File: config.mk
export PLATFORM = sky130hd
export DESIGN_NAME = casc_irq_ctrl
export DESIGN_NICKNAME = d
export VERILOG_FILES = /design/src/rtl/cic_pkg.sv /design/src/rtl/cic_sync.sv /design/src/rtl/cic_regs.sv /design/src/rtl/cic_cascade.sv /design/src/rtl/cic_rdmux.sv /design/src/rtl/casc_irq_ctrl.sv
export SDC_FILE = /design/constraint.sdc
export NUM_CORES = 1
export LEC_CHECK = 0
export BUFFER_PORTS_ARGS = -buffer_cell sky130_fd_sc_hd__buf_2
export CAP_MARGIN = 20
export CORE_ASPECT_RATIO = 0.75
export CORE_MARGIN = 2
export CORE_UTILIZATION = 31
export DETAILED_ROUTE_END_ITERATION = 8
export MAX_ROUTING_LAYER = met4
export PLACE_DENSITY = 0.51
export REMOVE_ABC_BUFFERS = 1
export SETUP_SLACK_MARGIN = 0.05
export SYNTH_ARGS = -nofsm -noshare
export SYNTH_HDL_FRONTEND = slang
export SYNTH_SLANG_ARGS = --single-unit
File: constraint.sdc
create_clock -name clk_i -period 3.6 [get_ports clk_i]
set_input_delay 0.72 -clock clk_i [delete_from_list [all_inputs] [get_ports clk_i]]
set_output_delay 0.72 -clock clk_i [all_outputs]
set_load 0.05 [all_outputs]
File: src/rtl/cic_pkg.sv
package cic_pkg;
  localparam int unsigned GRP_W  = 8;
  localparam int unsigned ADDR_W = 4;

  typedef enum logic [ADDR_W-1:0] {
    A_L0_STAT   = 4'h0,
    A_L0_MASK   = 4'h1,
    A_L1_STAT   = 4'h2,
    A_L1_MASK   = 4'h3,
    A_MAP_STAT  = 4'h8,
    A_MAP_MASK0 = 4'h9,
    A_LEG_MASK  = 4'hC,
    A_MAP_MASK1 = 4'hD,
    A_LEG_LO    = 4'hE,
    A_LEG_HI    = 4'hF
  } reg_addr_e;

  typedef struct packed {
    logic [GRP_W-1:0] l0;
    logic [GRP_W-1:0] l1;
    logic [GRP_W-1:0] mm0;
    logic [GRP_W-1:0] mm1;
    logic [GRP_W-1:0] leg;
  } mask_set_t;
endpackage

File: src/rtl/cic_sync.sv
module cic_sync #(
  parameter int unsigned W      = 8,
  parameter int unsigned STAGES = 2
) (
  input  logic         clk_i,
  input  logic         rst_ni,
  input  logic [W-1:0] d_i,
  output logic [W-1:0] q_o
);
  logic [W-1:0] stage_q [STAGES];

  for (genvar s = 0; s < STAGES; s++) begin : g_stage
    if (s == 0) begin : g_first
      always_ff @(posedge clk_i or negedge rst_ni)
        if (!rst_ni) stage_q[0] <= '0;
        else         stage_q[0] <= d_i;
    end else begin : g_next
      always_ff @(posedge clk_i or negedge rst_ni)
        if (!rst_ni) stage_q[s] <= '0;
        else         stage_q[s] <= stage_q[s-1];
    end
  end

  assign q_o = stage_q[STAGES-1];
endmodule

File: src/rtl/cic_regs.sv
module cic_regs
  import cic_pkg::*;
(
  input  logic              clk_i,
  input  logic              rst_ni,
  input  logic              wr_en_i,
  input  logic [ADDR_W-1:0] addr_i,
  input  logic [GRP_W-1:0]  wdata_i,
  output mask_set_t         masks_o
);
  mask_set_t masks_q;

  // read-only and unassigned addresses fall to default: no state change
  always_ff @(posedge clk_i or negedge rst_ni) begin
    if (!rst_ni) begin
      masks_q <= '0;
    end else if (wr_en_i) begin
      case (addr_i)
        A_L0_MASK:   masks_q.l0  <= wdata_i;
        A_L1_MASK:   masks_q.l1  <= wdata_i;
        A_MAP_MASK0: masks_q.mm0 <= wdata_i;
        A_MAP_MASK1: masks_q.mm1 <= wdata_i;
        A_LEG_MASK:  masks_q.leg <= wdata_i;
        default:     masks_q     <= masks_q;
      endcase
    end
  end

  assign masks_o = masks_q;
endmodule

File: src/rtl/cic_cascade.sv
module cic_cascade
  import cic_pkg::*;
#(
  parameter int unsigned CASC0_BIT = 7,
  parameter int unsigned CASC1_BIT = 3
) (
  input  logic [GRP_W-1:0]   l0_sync_i,
  input  logic [GRP_W-1:0]   l1_sync_i,
  input  logic [GRP_W-1:0]   map_sync_i,
  input  mask_set_t          masks_i,
  output logic [GRP_W-1:0]   stat0_o,
  output logic [GRP_W-1:0]   stat1_o,
  output logic [1:0]         irq_o,
  output logic [2*GRP_W-1:0] legacy_n_o
);
  logic casc0, casc1;

  assign casc0 = |(map_sync_i & masks_i.mm0);
  assign casc1 = |(map_sync_i & masks_i.mm1);

  for (genvar i = 0; i < GRP_W; i++) begin : g_bit
    if (i == CASC0_BIT) begin : g_c0
      assign stat0_o[i] = casc0;
    end else begin : g_d0
      assign stat0_o[i] = l0_sync_i[i];
    end
    if (i == CASC1_BIT) begin : g_c1
      assign stat1_o[i] = casc1;
    end else begin : g_d1
      assign stat1_o[i] = l1_sync_i[i];
    end
  end

  assign irq_o[0]   = |(stat0_o & masks_i.l0);
  assign irq_o[1]   = |(stat1_o & masks_i.l1);
  assign legacy_n_o = ~{stat1_o, stat0_o & masks_i.leg};
endmodule

File: src/rtl/cic_rdmux.sv
module cic_rdmux
  import cic_pkg::*;
(
  input  logic               rd_en_i,
  input  logic [ADDR_W-1:0]  addr_i,
  input  logic [GRP_W-1:0]   stat0_i,
  input  logic [GRP_W-1:0]   stat1_i,
  input  logic [GRP_W-1:0]   map_stat_i,
  input  mask_set_t          masks_i,
  input  logic [2*GRP_W-1:0] legacy_n_i,
  output logic [GRP_W-1:0]   rdata_o
);
  always_comb begin
    rdata_o = '0;
    if (rd_en_i) begin
      case (addr_i)
        A_L0_STAT:   rdata_o = stat0_i;
        A_L0_MASK:   rdata_o = masks_i.l0;
        A_L1_STAT:   rdata_o = stat1_i;
        A_L1_MASK:   rdata_o = masks_i.l1;
        A_MAP_STAT:  rdata_o = map_stat_i;
        A_MAP_MASK0: rdata_o = masks_i.mm0;
        A_MAP_MASK1: rdata_o = masks_i.mm1;
        A_LEG_MASK:  rdata_o = masks_i.leg;
        A_LEG_LO:    rdata_o = legacy_n_i[GRP_W-1:0];
        A_LEG_HI:    rdata_o = legacy_n_i[2*GRP_W-1:GRP_W];
        default:     rdata_o = '0;
      endcase
    end
  end
endmodule

File: src/rtl/casc_irq_ctrl.sv
module casc_irq_ctrl
  import cic_pkg::*;
#(
  parameter int unsigned SYNC_STAGES = 2,
  parameter int unsigned CASC0_BIT   = 7,
  parameter int unsigned CASC1_BIT   = 3
) (
  input  logic               clk_i,
  input  logic               rst_ni,
  input  logic [GRP_W-1:0]   lcl0_src_i,
  input  logic [GRP_W-1:0]   lcl1_src_i,
  input  logic [GRP_W-1:0]   map_src_i,
  input  logic               bus_sel_i,
  input  logic               bus_we_i,
  input  logic [ADDR_W-1:0]  bus_addr_i,
  input  logic [GRP_W-1:0]   bus_wdata_i,
  output logic [GRP_W-1:0]   bus_rdata_o,
  output logic [1:0]         irq_o,
  output logic [2*GRP_W-1:0] legacy_n_o
);
  localparam int unsigned SRC_W = 3 * GRP_W;

  logic [SRC_W-1:0] src_sync;
  logic [GRP_W-1:0] l0_sync, l1_sync, map_stat;
  logic [GRP_W-1:0] stat0, stat1;
  mask_set_t        masks;

  cic_sync #(.W(SRC_W), .STAGES(SYNC_STAGES)) u_sync (
    .clk_i  (clk_i),
    .rst_ni (rst_ni),
    .d_i    ({map_src_i, lcl1_src_i, lcl0_src_i}),
    .q_o    (src_sync)
  );

  assign {map_stat, l1_sync, l0_sync} = src_sync;

  cic_regs u_regs (
    .clk_i   (clk_i),
    .rst_ni  (rst_ni),
    .wr_en_i (bus_sel_i & bus_we_i),
    .addr_i  (bus_addr_i),
    .wdata_i (bus_wdata_i),
    .masks_o (masks)
  );

  cic_cascade #(.CASC0_BIT(CASC0_BIT), .CASC1_BIT(CASC1_BIT)) u_casc (
    .l0_sync_i  (l0_sync),
    .l1_sync_i  (l1_sync),
    .map_sync_i (map_stat),
    .masks_i    (masks),
    .stat0_o    (stat0),
    .stat1_o    (stat1),
    .irq_o      (irq_o),
    .legacy_n_o (legacy_n_o)
  );

  cic_rdmux u_rdmux (
    .rd_en_i    (bus_sel_i & ~bus_we_i),
    .addr_i     (bus_addr_i),
    .stat0_i    (stat0),
    .stat1_i    (stat1),
    .map_stat_i (map_stat),
    .masks_i    (masks),
    .legacy_n_i (legacy_n_o),
    .rdata_o    (bus_rdata_o)
  );
endmodule

==> metrics, run 1 <==
Post-synth EDFFs 0; worst min path class reg2reg; WS Path Type in2out; sequential area share after synthesis 0.561; post-cts sizing count 0; final core utilization 0.391; initial antenna violation count 0; leading area contributor after synthesis dfrtp_1; hold path start u_sync.stage_q[39]$_DFF_PN0_; total grt overflow 0; standard-cell rows 34; synth unique cells 55; Final ANT Viol Nets 0; via/cell ratio ~5.3; crit path DAT 2.48 ns; Detailed Route Iter0 Violations 339; worst-skew pair later-pin latency around 0.35 ns; vias in the first global route roughly 2700; Sw Ratio 0.304; DRC 0; Initial Utilization 0.320; Area contributors post-synth dfrtp_1 (56%), mux2_2 (13%), a22oi_1 (3.0%); Hold Crit Endpoint u_sync.q_o[15]$_DFF_PN0_; Slew Limit Headroom 0.495; TritonRoute pass-1 iters 4; CTS max path bufs 2; register area between 2000 and 2500 um^2; Synth top area share 0.561; layout cells sized above 1 0.399; reg-to-reg setup timing slack roughly 2.8 ns; combinational share of power 0.177; final worst-path cycle share 0.889; Inserted Diodes 0; routed len/inst approximately 20 um; RSZ-0062 raised after global routing false; PwrDens ~560 nW/um^2; synth cell count leaders dfrtp_1 (84), mux2_2 (42), nand2_1 (18), a22oi_1 (15), inv_1 (11); die footprint 13000 um^2; Setup Buffers After CTS 0; largest net degree at the start of global routing 59; outcome finished, final reports clean; Avg Cell Area, Syn 12.7 um^2; Worst Clk Skew ~0.0019 ns; CP Capture Type output pin; CTS H-tree depth 3; CTS buffer count 9; Reg power frac 0.455; R2R cell count 1; grt met1 use 0.268; GRT met3 Usage 0.0457; # clock sinks 84; setup TNS 0 ns; synth warn 0; TritonCTS clock tree built; min Tclk post-route 3.20 ns; I/O pin count 66; via count about 2800; pins over their slew limit 0; maxcap violations 0; Die Wd 131 um; met2 global-route usage 0.238; most common cell in the netlist dfrtp_1; area of the multi-input gates 1500 um^2; Critical R2R Capture u_regs.masks_o[31]$_DFFE_PN0P_; clock root buffer master clkbuf_16; Filler cells 1150; clock share of power 0.368; P_sw ~770 uW; worst r2r src u_regs.masks_o[31]$_DFFE_PN0P_; area grow syn2layout 22.0%; Internal around 1800 uW; Leak just over 0.002 uW; Synth Cell Area approximately 3700 um^2; # port buffers 63; worst path required time 2.88 ns; Post-Syn Instances ~300; peak supply drop ~0.24 mV; worst slew pin tran 0.757 ns; Die Span Y around 99 um; Final GP Congestion ~0.92; Synth Flop Type dfrtp_1; Clock transition at path regs about 0.060 ns; largest fanout on the critical path 30; gr busiest metal met1; Core Box Area around 12000 um^2; hold buffer count at cts 0; Total Wirelength around 11000 um; CP startpoint kind input port; Hold Crit Depth 0; Total Power 2540 uW; NumNets Final about 400; hpwl dp between 7000 and 8000 um; first-pass GRT wire length ~16000 um; setup violators final 0; Synth async-reset ratio 1.00; Final Hold Viols 0; highest clock rate between 300 and 400 MHz; Tot GR Track Use 0.179; FF+latch count, synth 84
-- layer usage --
metal | up-vias | share of wire
met5 | - | 0
met1 | 1443 | 0.47
met4 | 0 | 0.011
li1 | 1269 | -
met2 | 122 | 0.43
met3 | 10 | 0.088
-- registers in the layout, summed over array words and instances (netlist names) --
register	cells
u_sync.stage_q	22
u_regs.masks_o	40
u_sync.q_o	22
-- critical path, stage by stage --
cell and delay, ns:
buf_2 0.45, and3b_1 0.45, a22o_1 0.20, a32oi_1 0.06
a41oi_1 0.29, buf_2 0.31
-- per-stage QoR --
step / std cells / setup WS, ns / cell area, um^2 / hold slack [ns]
floorplan: 283 / 0.660 / 3650 / 0.331
global placement: 522 / 0.425 / 4270 / 0.332
detailed placement: 522 / 0.400 / 4270 / 0.335
CTS: 538 / 0.383 / 4570 / 0.349
global route: 538 / 0.259 / 4570 / 0.353
finish: 538 / 0.401 / 4570 / 0.347
-- power by group through the flow --
stage / Clock, uW / Sequential [uW] / Combinational [uW]
floorplan: 0 / 1130 / 297
global placement: 0 / 1170 / 442
detailed placement: 0 / 1170 / 449
CTS: 963 / 1160 / 450
global route: 1000 / 1170 / 482
finish: 935 / 1160 / 450
-- worst max-delay path by stage --
stage	from	to	slack [ns]	cells after the start
5_1_grt	bus_addr_i[1]	bus_rdata_o[7]	0.26	6
3_5_place_dp	bus_addr_i[1]	bus_rdata_o[7]	0.40	6
2_1_floorplan	bus_addr_i[2]	bus_rdata_o[1]	0.66	4
4_1_cts	bus_addr_i[1]	bus_rdata_o[7]	0.38	6
6_report	bus_addr_i[1]	bus_rdata_o[7]	0.40	6
3_3_place_gp	bus_addr_i[1]	bus_rdata_o[7]	0.43	6
-- logic make-up after synthesis --
| family | Yosys count | share of synthesized area |
|---|---|---|
| flops | 84 | 0.561 |
| mux | 48 | 0.142 |
| simple gates | 71 | 0.118 |
| buf+inv | 26 | 0.0397 |
| compound gates | 67 | 0.139 |
-- placed cells by master, fill, tap and decap left out, drive strengths merged, types with 2 or more instances in the layout --
cell type,instances
o211ai,2
a21oi,2
nand4,6
a22o,4
a41oi,4
nor2,9
a22oi,15
clkinv,4
nand3b,5
inv,14
nor3,5
o22a,2
and2,4
dfrtp,84
a31oi,10
or3,3
o221a,2
buf,77
nor3b,2
and3,4
mux2i,6
o2bb2ai,3
nand2,19
a222oi,2
nand3,10
a32oi,3
mux2,42
o21ai,8
clkbuf,9
-- layout make-up --
class                      instances  area share
clock buffer                       9      0.0493
clock inverter                     7      0.0162
inverter                          13      0.0107
multi-input combinational        186       0.327
sequential                        84       0.460
tap                              162      0.0443
timing repair buffer              77      0.0925
No activity file was read; power rests on OpenSTA's default activity.
==> run 2: changes to the inputs <==
==> constraint.sdc (replaced) <==
create_clock -name clk_i -period 3.8 [get_ports clk_i]
set_input_delay 0.76 -clock clk_i [delete_from_list [all_inputs] [get_ports clk_i]]
set_output_delay 0.76 -clock clk_i [all_outputs]
set_load 0.05 [all_outputs]
==> run 2 against run 1 <==
Sequential power is 5% lower. Global-route usage up 0.080 points. Critical path depth did not move. Utilization shrank 0.15 points. Routed wire length is 0.87% higher. Largest power group unchanged.
==> metrics, run 2 (synthesis results as in run 1) <==
vias in the first global route approximately 2800; initial antenna violation count 0; CTS buffer count 9; P_sw ~730 uW; register area ~2100 um^2; CP Capture Type output pin; hold path start u_sync.stage_q[46]$_DFF_PN0_; hpwl dp ~7700 um; placed instance count 523; first-pass GRT wire length 16600 um; final worst-path cycle share 0.863; TritonCTS clock tree built; Slew Limit Headroom 0.545; routed len/inst 19.9 um; worst path required time 3.04 ns; via/cell ratio ~5.3; highest clock rate slightly above 300 MHz; setup TNS 0 ns; Leak between 0.002 and 0.0025 uW; Total Wirelength 10700 um; # clock sinks between 80 and 90; Final Hold Viols 0; largest fanout on the critical path 31; worst r2r src u_regs.masks_o[7]$_DFFE_PN0P_; min Tclk post-route around 3.3 ns; Final ANT Viol Nets 0; most frequent cells in the layout dfrtp_1 (84), buf_2 (62), mux2_2 (42); clock root buffer master clkbuf_16; post-cts sizing count 0; combinational share of power 0.182; area grow syn2layout 21.5%; Die Span Y 99.2 um; Clock transition at path regs approximately 0.070 ns; final core utilization 0.389; commonest non-fill, non-tap cell in the layout dfrtp_1; Final GP Congestion 0.935; crit path DAT 2.52 ns; Detailed Route Iter0 Violations ~320; NumNets Final approximately 410; pre-CTS WS 0.542 ns; via count between 2000 and 3000; standard-cell rows 34; Core Box Area between 10000 and 15000 um^2; WS Path Type in2out; RSZ-0062 raised after global routing false; hold buffer count at cts 0; Inserted Diodes 0; Non-Filler Instances around 540; maxcap violations 0; I/O pin count between 60 and 70; Tot GR Track Use 0.180; PwrDens 514 nW/um^2; Worst Clk Skew 0.00890 ns; Reg power frac 0.469; worst-skew pair later-pin latency approximately 0.34 ns; largest net degree at the start of global routing 53; TritonRoute pass-1 iters 5; area of the multi-input gates around 1500 um^2; setup violators final 0; fin worst setup slack roughly 0.52 ns; die footprint between 10000 and 15000 um^2; pins over their slew limit 0; clock share of power 0.349; worst min path class reg2reg; # port buffers 63; DP Area 4280 um^2; DRC 0; Sw Ratio 0.310; CTS H-tree depth 3; max reg flops 40; outcome finished, final reports clean; total grt overflow 0; Internal between 1500 and 2000 uW; Initial Utilization 0.320; CP startpoint kind input port; peak supply drop approximately 0.24 mV; CTS max path bufs 2; final instance area roughly 4600 um^2; layout cells sized above 1 0.398; Filler cells 1151; Setup Buffers After CTS 0; worst slew pin tran slightly below 0.7 ns; Die Wd between 100 and 150 um; crit path launch bus_addr_i[1]
[run 2: cell types whose count changed in the layout (fill, tap and decap cells not counted)]
| cell | delta |
|---|---|
| clkbuf_1 | +1 |
| inv_6 | +1 |
| bufinv_16 | -1 |
| clkinvlp_4 | -1 |
| buf_4 | +1 |
[run 2: cell type report]
class / instances / share of cell area
Clock inverter: 6 / 0.00989
Inverter: 13 / 0.0107
Clock buffer: 10 / 0.0503
Sequential cell: 84 / 0.462
Tap cell: 162 / 0.0445
Multi-Input combinational cell: 186 / 0.328
Timing Repair Buffer: 78 / 0.0945
[run 2: metal layers]
| layer | routed length [um] | track usage | vias to the layer above |
|---|---|---|---|
| met4 | 139 | 0.0556 | 0 |
| li1 | - | - | 1276 |
| met5 | 0 | - | - |
| met3 | 883 | 0.0511 | 16 |
| met2 | 4450 | 0.231 | 121 |
| met1 | 5240 | 0.271 | 1444 |
[run 2: per-stage QoR]
step	power, uW	hold slack [ns]
after CTS	2360	0.349
after floorplan	1350	0.331
after global placement	1530	0.332
after global routing	2460	0.353
final	2340	0.344
after detailed placement	1540	0.335
[run 2: worst max-delay path, cell delays in order]
cell and delay [ns]:
buf_2 0.45, and3b_1 0.46, a22o_1 0.20, a32oi_1 0.05, a41oi_1 0.28, buf_2 0.31
[run 2: final timing paths]
| path | end | slack (ns) | cells after the start |
|---|---|---|---|
| worst max-delay path | bus_rdata_o[7] | 0.52 | 6 |
| max in group asynchronous | u_sync.q_o[5]$_DFF_PN0_ | 2.61 | 2 |
| min in group asynchronous | u_regs.masks_o[22]$_DFFE_PN0P_ | 0.46 | 1 |
| worst min register to register | u_sync.q_o[22]$_DFF_PN0_ | 0.34 | 0 |
| worst max register to register | u_regs.masks_o[7]$_DFFE_PN0P_ | 2.97 | 1 |
| worst min-delay path | u_sync.q_o[22]$_DFF_PN0_ | 0.34 | 0 |
[run 2: power groups by stage]
stage / clock network (uW) / logic [uW] / registers, uW
6_report: 817 / 427 / 1100
5_1_grt: 886 / 460 / 1110
4_1_cts: 838 / 429 / 1100
3_5_place_dp: 0 / 428 / 1110
3_3_place_gp: 0 / 421 / 1110
2_1_floorplan: 0 / 281 / 1070
==> run 3: changes to the inputs <==
==> constraint.sdc (replaced) <==
create_clock -name clk_i -period 3.8 [get_ports clk_i]
set_input_delay 0.19 -clock clk_i [delete_from_list [all_inputs] [get_ports clk_i]]
set_output_delay 0.19 -clock clk_i [all_outputs]
set_load 0.05 [all_outputs]
==> run 3 against run 2 <==
Worst hold slack worse by 0.19 ns. Sequential power about the same. Largest power group unchanged. Critical path type unchanged. Global-route usage fell by 0.35 points.
==> metrics, run 3 (synthesis results as in run 1) <==
outcome finished, final reports clean; initial antenna violation count 0; CTS H-tree depth 3; Final ANT Viol Nets 0; Critical R2R Capture u_regs.masks_o[37]$_DFFE_PN0P_; Clock transition at path regs roughly 0.07 ns; reg-to-reg setup timing slack about 3 ns; max reg flops 40; combinational share of power 0.178; placed instance count between 500 and 600; via count approximately 2800; Worst Clk Skew 0.00352 ns; largest net degree at the start of global routing between 50 and 60; Final Hold Viols 0; Total Wirelength 10600 um; CP Capture Type output pin; NumNets Final around 420; die footprint ~13000 um^2; peak supply drop about 0.3 mV; crit path DAT 2.38 ns; Die Wd 131 um; Internal between 1500 and 2000 uW; Sw Ratio 0.292; Worst Setup EP bus_rdata_o[7]; Tot GR Track Use 0.177; worst slew pin tran around 0.99 ns; Non-Filler Instances approximately 550; maxcap violations 0; hpwl dp approximately 7300 um; min Tclk post-route around 2.6 ns; setup TNS 0 ns; critical path's top delay family buffers and inverters; area grow syn2layout 25.9%; Setup Buffers After CTS 0; Detailed Route Iter0 Violations 320; routed len/inst between 15 and 20 um; first-pass GRT wire length around 16000 um; crit path launch bus_addr_i[1]; Crit path top cell by count buf_2; largest fanout on the critical path 38; CTS buffer count 9; CTS max path bufs 2; commonest non-fill, non-tap cell in the layout dfrtp_1; PwrDens roughly 520 nW/um^2; RSZ-0062 raised after global routing false; pins over their slew limit 0; # clock sinks 84; worst path cell trace buf_2, inv_1, o31ai_2, a41oi_1, buf_2; TritonRoute pass-1 iters 4; Leak 0.00205 uW; worst-skew pair later-pin latency 0.33 ns; Core Box Area 11700 um^2; final worst-path cycle share 0.677; highest clock rate around 390 MHz; standard-cell rows 34; worst min path class in2reg; cell count along the critical path 5; vias in the first global route approximately 2800; Die Span Y ~99 um; Reg power frac 0.451; Slowest cell on crit path o31ai_2; Final GP Congestion 0.932; most frequent cells in the layout dfrtp_1 (84), buf_2 (62), mux2_2 (42); setup violators final 0; clock root buffer master clkbuf_16; CP startpoint kind input port; clock share of power 0.370; Inserted Diodes 0; DRC 0; via/cell ratio between 5 and 6; # port buffers 63; R2R cell count 1; CP Buf/Inv Count 3; worst path required time 3.61 ns; Slew Limit Headroom 0.334; WS Path Type in2out; TritonCTS clock tree built; total grt overflow 0; Initial Utilization 0.320; worst r2r src u_regs.masks_o[37]$_DFFE_PN0P_; layout cells sized above 1 0.352; I/O pin count 66; CP peak stage delay 0.91 ns; post-cts sizing count 0; P_sw roughly 710 uW
-- run 3: cell count changes in the layout (fill, tap and decap cells not counted) --
cell,previous run,this run
clkinv_4,1,0
bufinv_16,0,1
inv_6,3,2
clkinvlp_4,0,1
dlygate4sd3_1,0,23
buf_4,16,2
clkbuf_8,0,2
clkinv_2,2,0
-- run 3: final cells by class --
class	count	area, um^2
inverter	13	48.8
multi-input combinational	186	1500
sequential	84	2100
fill	1143	6980
clock buffer	12	256
tap	162	203
timing repair buffer	87	556
clock inverter	4	55.1
-- run 3: repair_timing --
item | CTS | global route
endpoints found under the setup margin | 0 | 0
hold buffers | 23 | 0
hold endpoints to repair | 78 | 0
-- run 3: how the worst min path moves through the flow --
| stage | slack [ns] | start | depth (start not counted) | endpoint |
|---|---|---|---|---|
| 6_report | 0.15 | bus_wdata_i[2] | 2 | u_regs.masks_o[2]$_DFFE_PN0P_ |
| 5_1_grt | 0.13 | bus_wdata_i[7] | 2 | u_regs.masks_o[15]$_DFFE_PN0P_ |
| 4_1_cts | 0.13 | bus_wdata_i[4] | 2 | u_regs.masks_o[20]$_DFFE_PN0P_ |
| 3_5_place_dp | 0.30 | rst_ni | 1 | u_regs.masks_o[6]$_DFFE_PN0P_ |
| 3_3_place_gp | 0.30 | rst_ni | 1 | u_regs.masks_o[38]$_DFFE_PN0P_ |
| 2_1_floorplan | -0.11 | rst_ni | 0 | u_regs.masks_o[0]$_DFFE_PN0P_ |
-- run 3: per-stage QoR --
| stage | cell area (um^2) | setup WS [ns] | util | hold slack (ns) | power, uW |
|---|---|---|---|---|---|
| 2_1_floorplan | 3650 | 1.72 | - | -0.106 | 1350 |
| 3_3_place_gp | 4170 | 1.36 | 0.357 | 0.298 | 1520 |
| 3_5_place_dp | 4170 | 1.33 | 0.357 | 0.299 | 1530 |
| 4_1_cts | 4720 | 1.33 | 0.403 | 0.134 | 2450 |
| 5_1_grt | 4720 | 1.11 | 0.403 | 0.132 | 2550 |
| 6_report | 4720 | 1.23 | 0.403 | 0.149 | 2430 |
-- run 3: per-layer routing --
layer	vias up	track usage	part of all wire
li1	1294	-	-
met2	112	0.232	0.41
met5	-	-	0
met3	15	0.0549	0.074
met1	1400	0.257	0.50
met4	0	0.0573	0.015
-- run 3: power by group through the flow --
stage | Sequential [uW] | Combinational, uW | Clock, uW
after global routing | 1110 | 465 | 972
after floorplan | 1070 | 281 | 0
after detailed placement | 1110 | 415 | 0
final | 1100 | 434 | 901
after global placement | 1110 | 409 | 0
after CTS | 1090 | 434 | 927
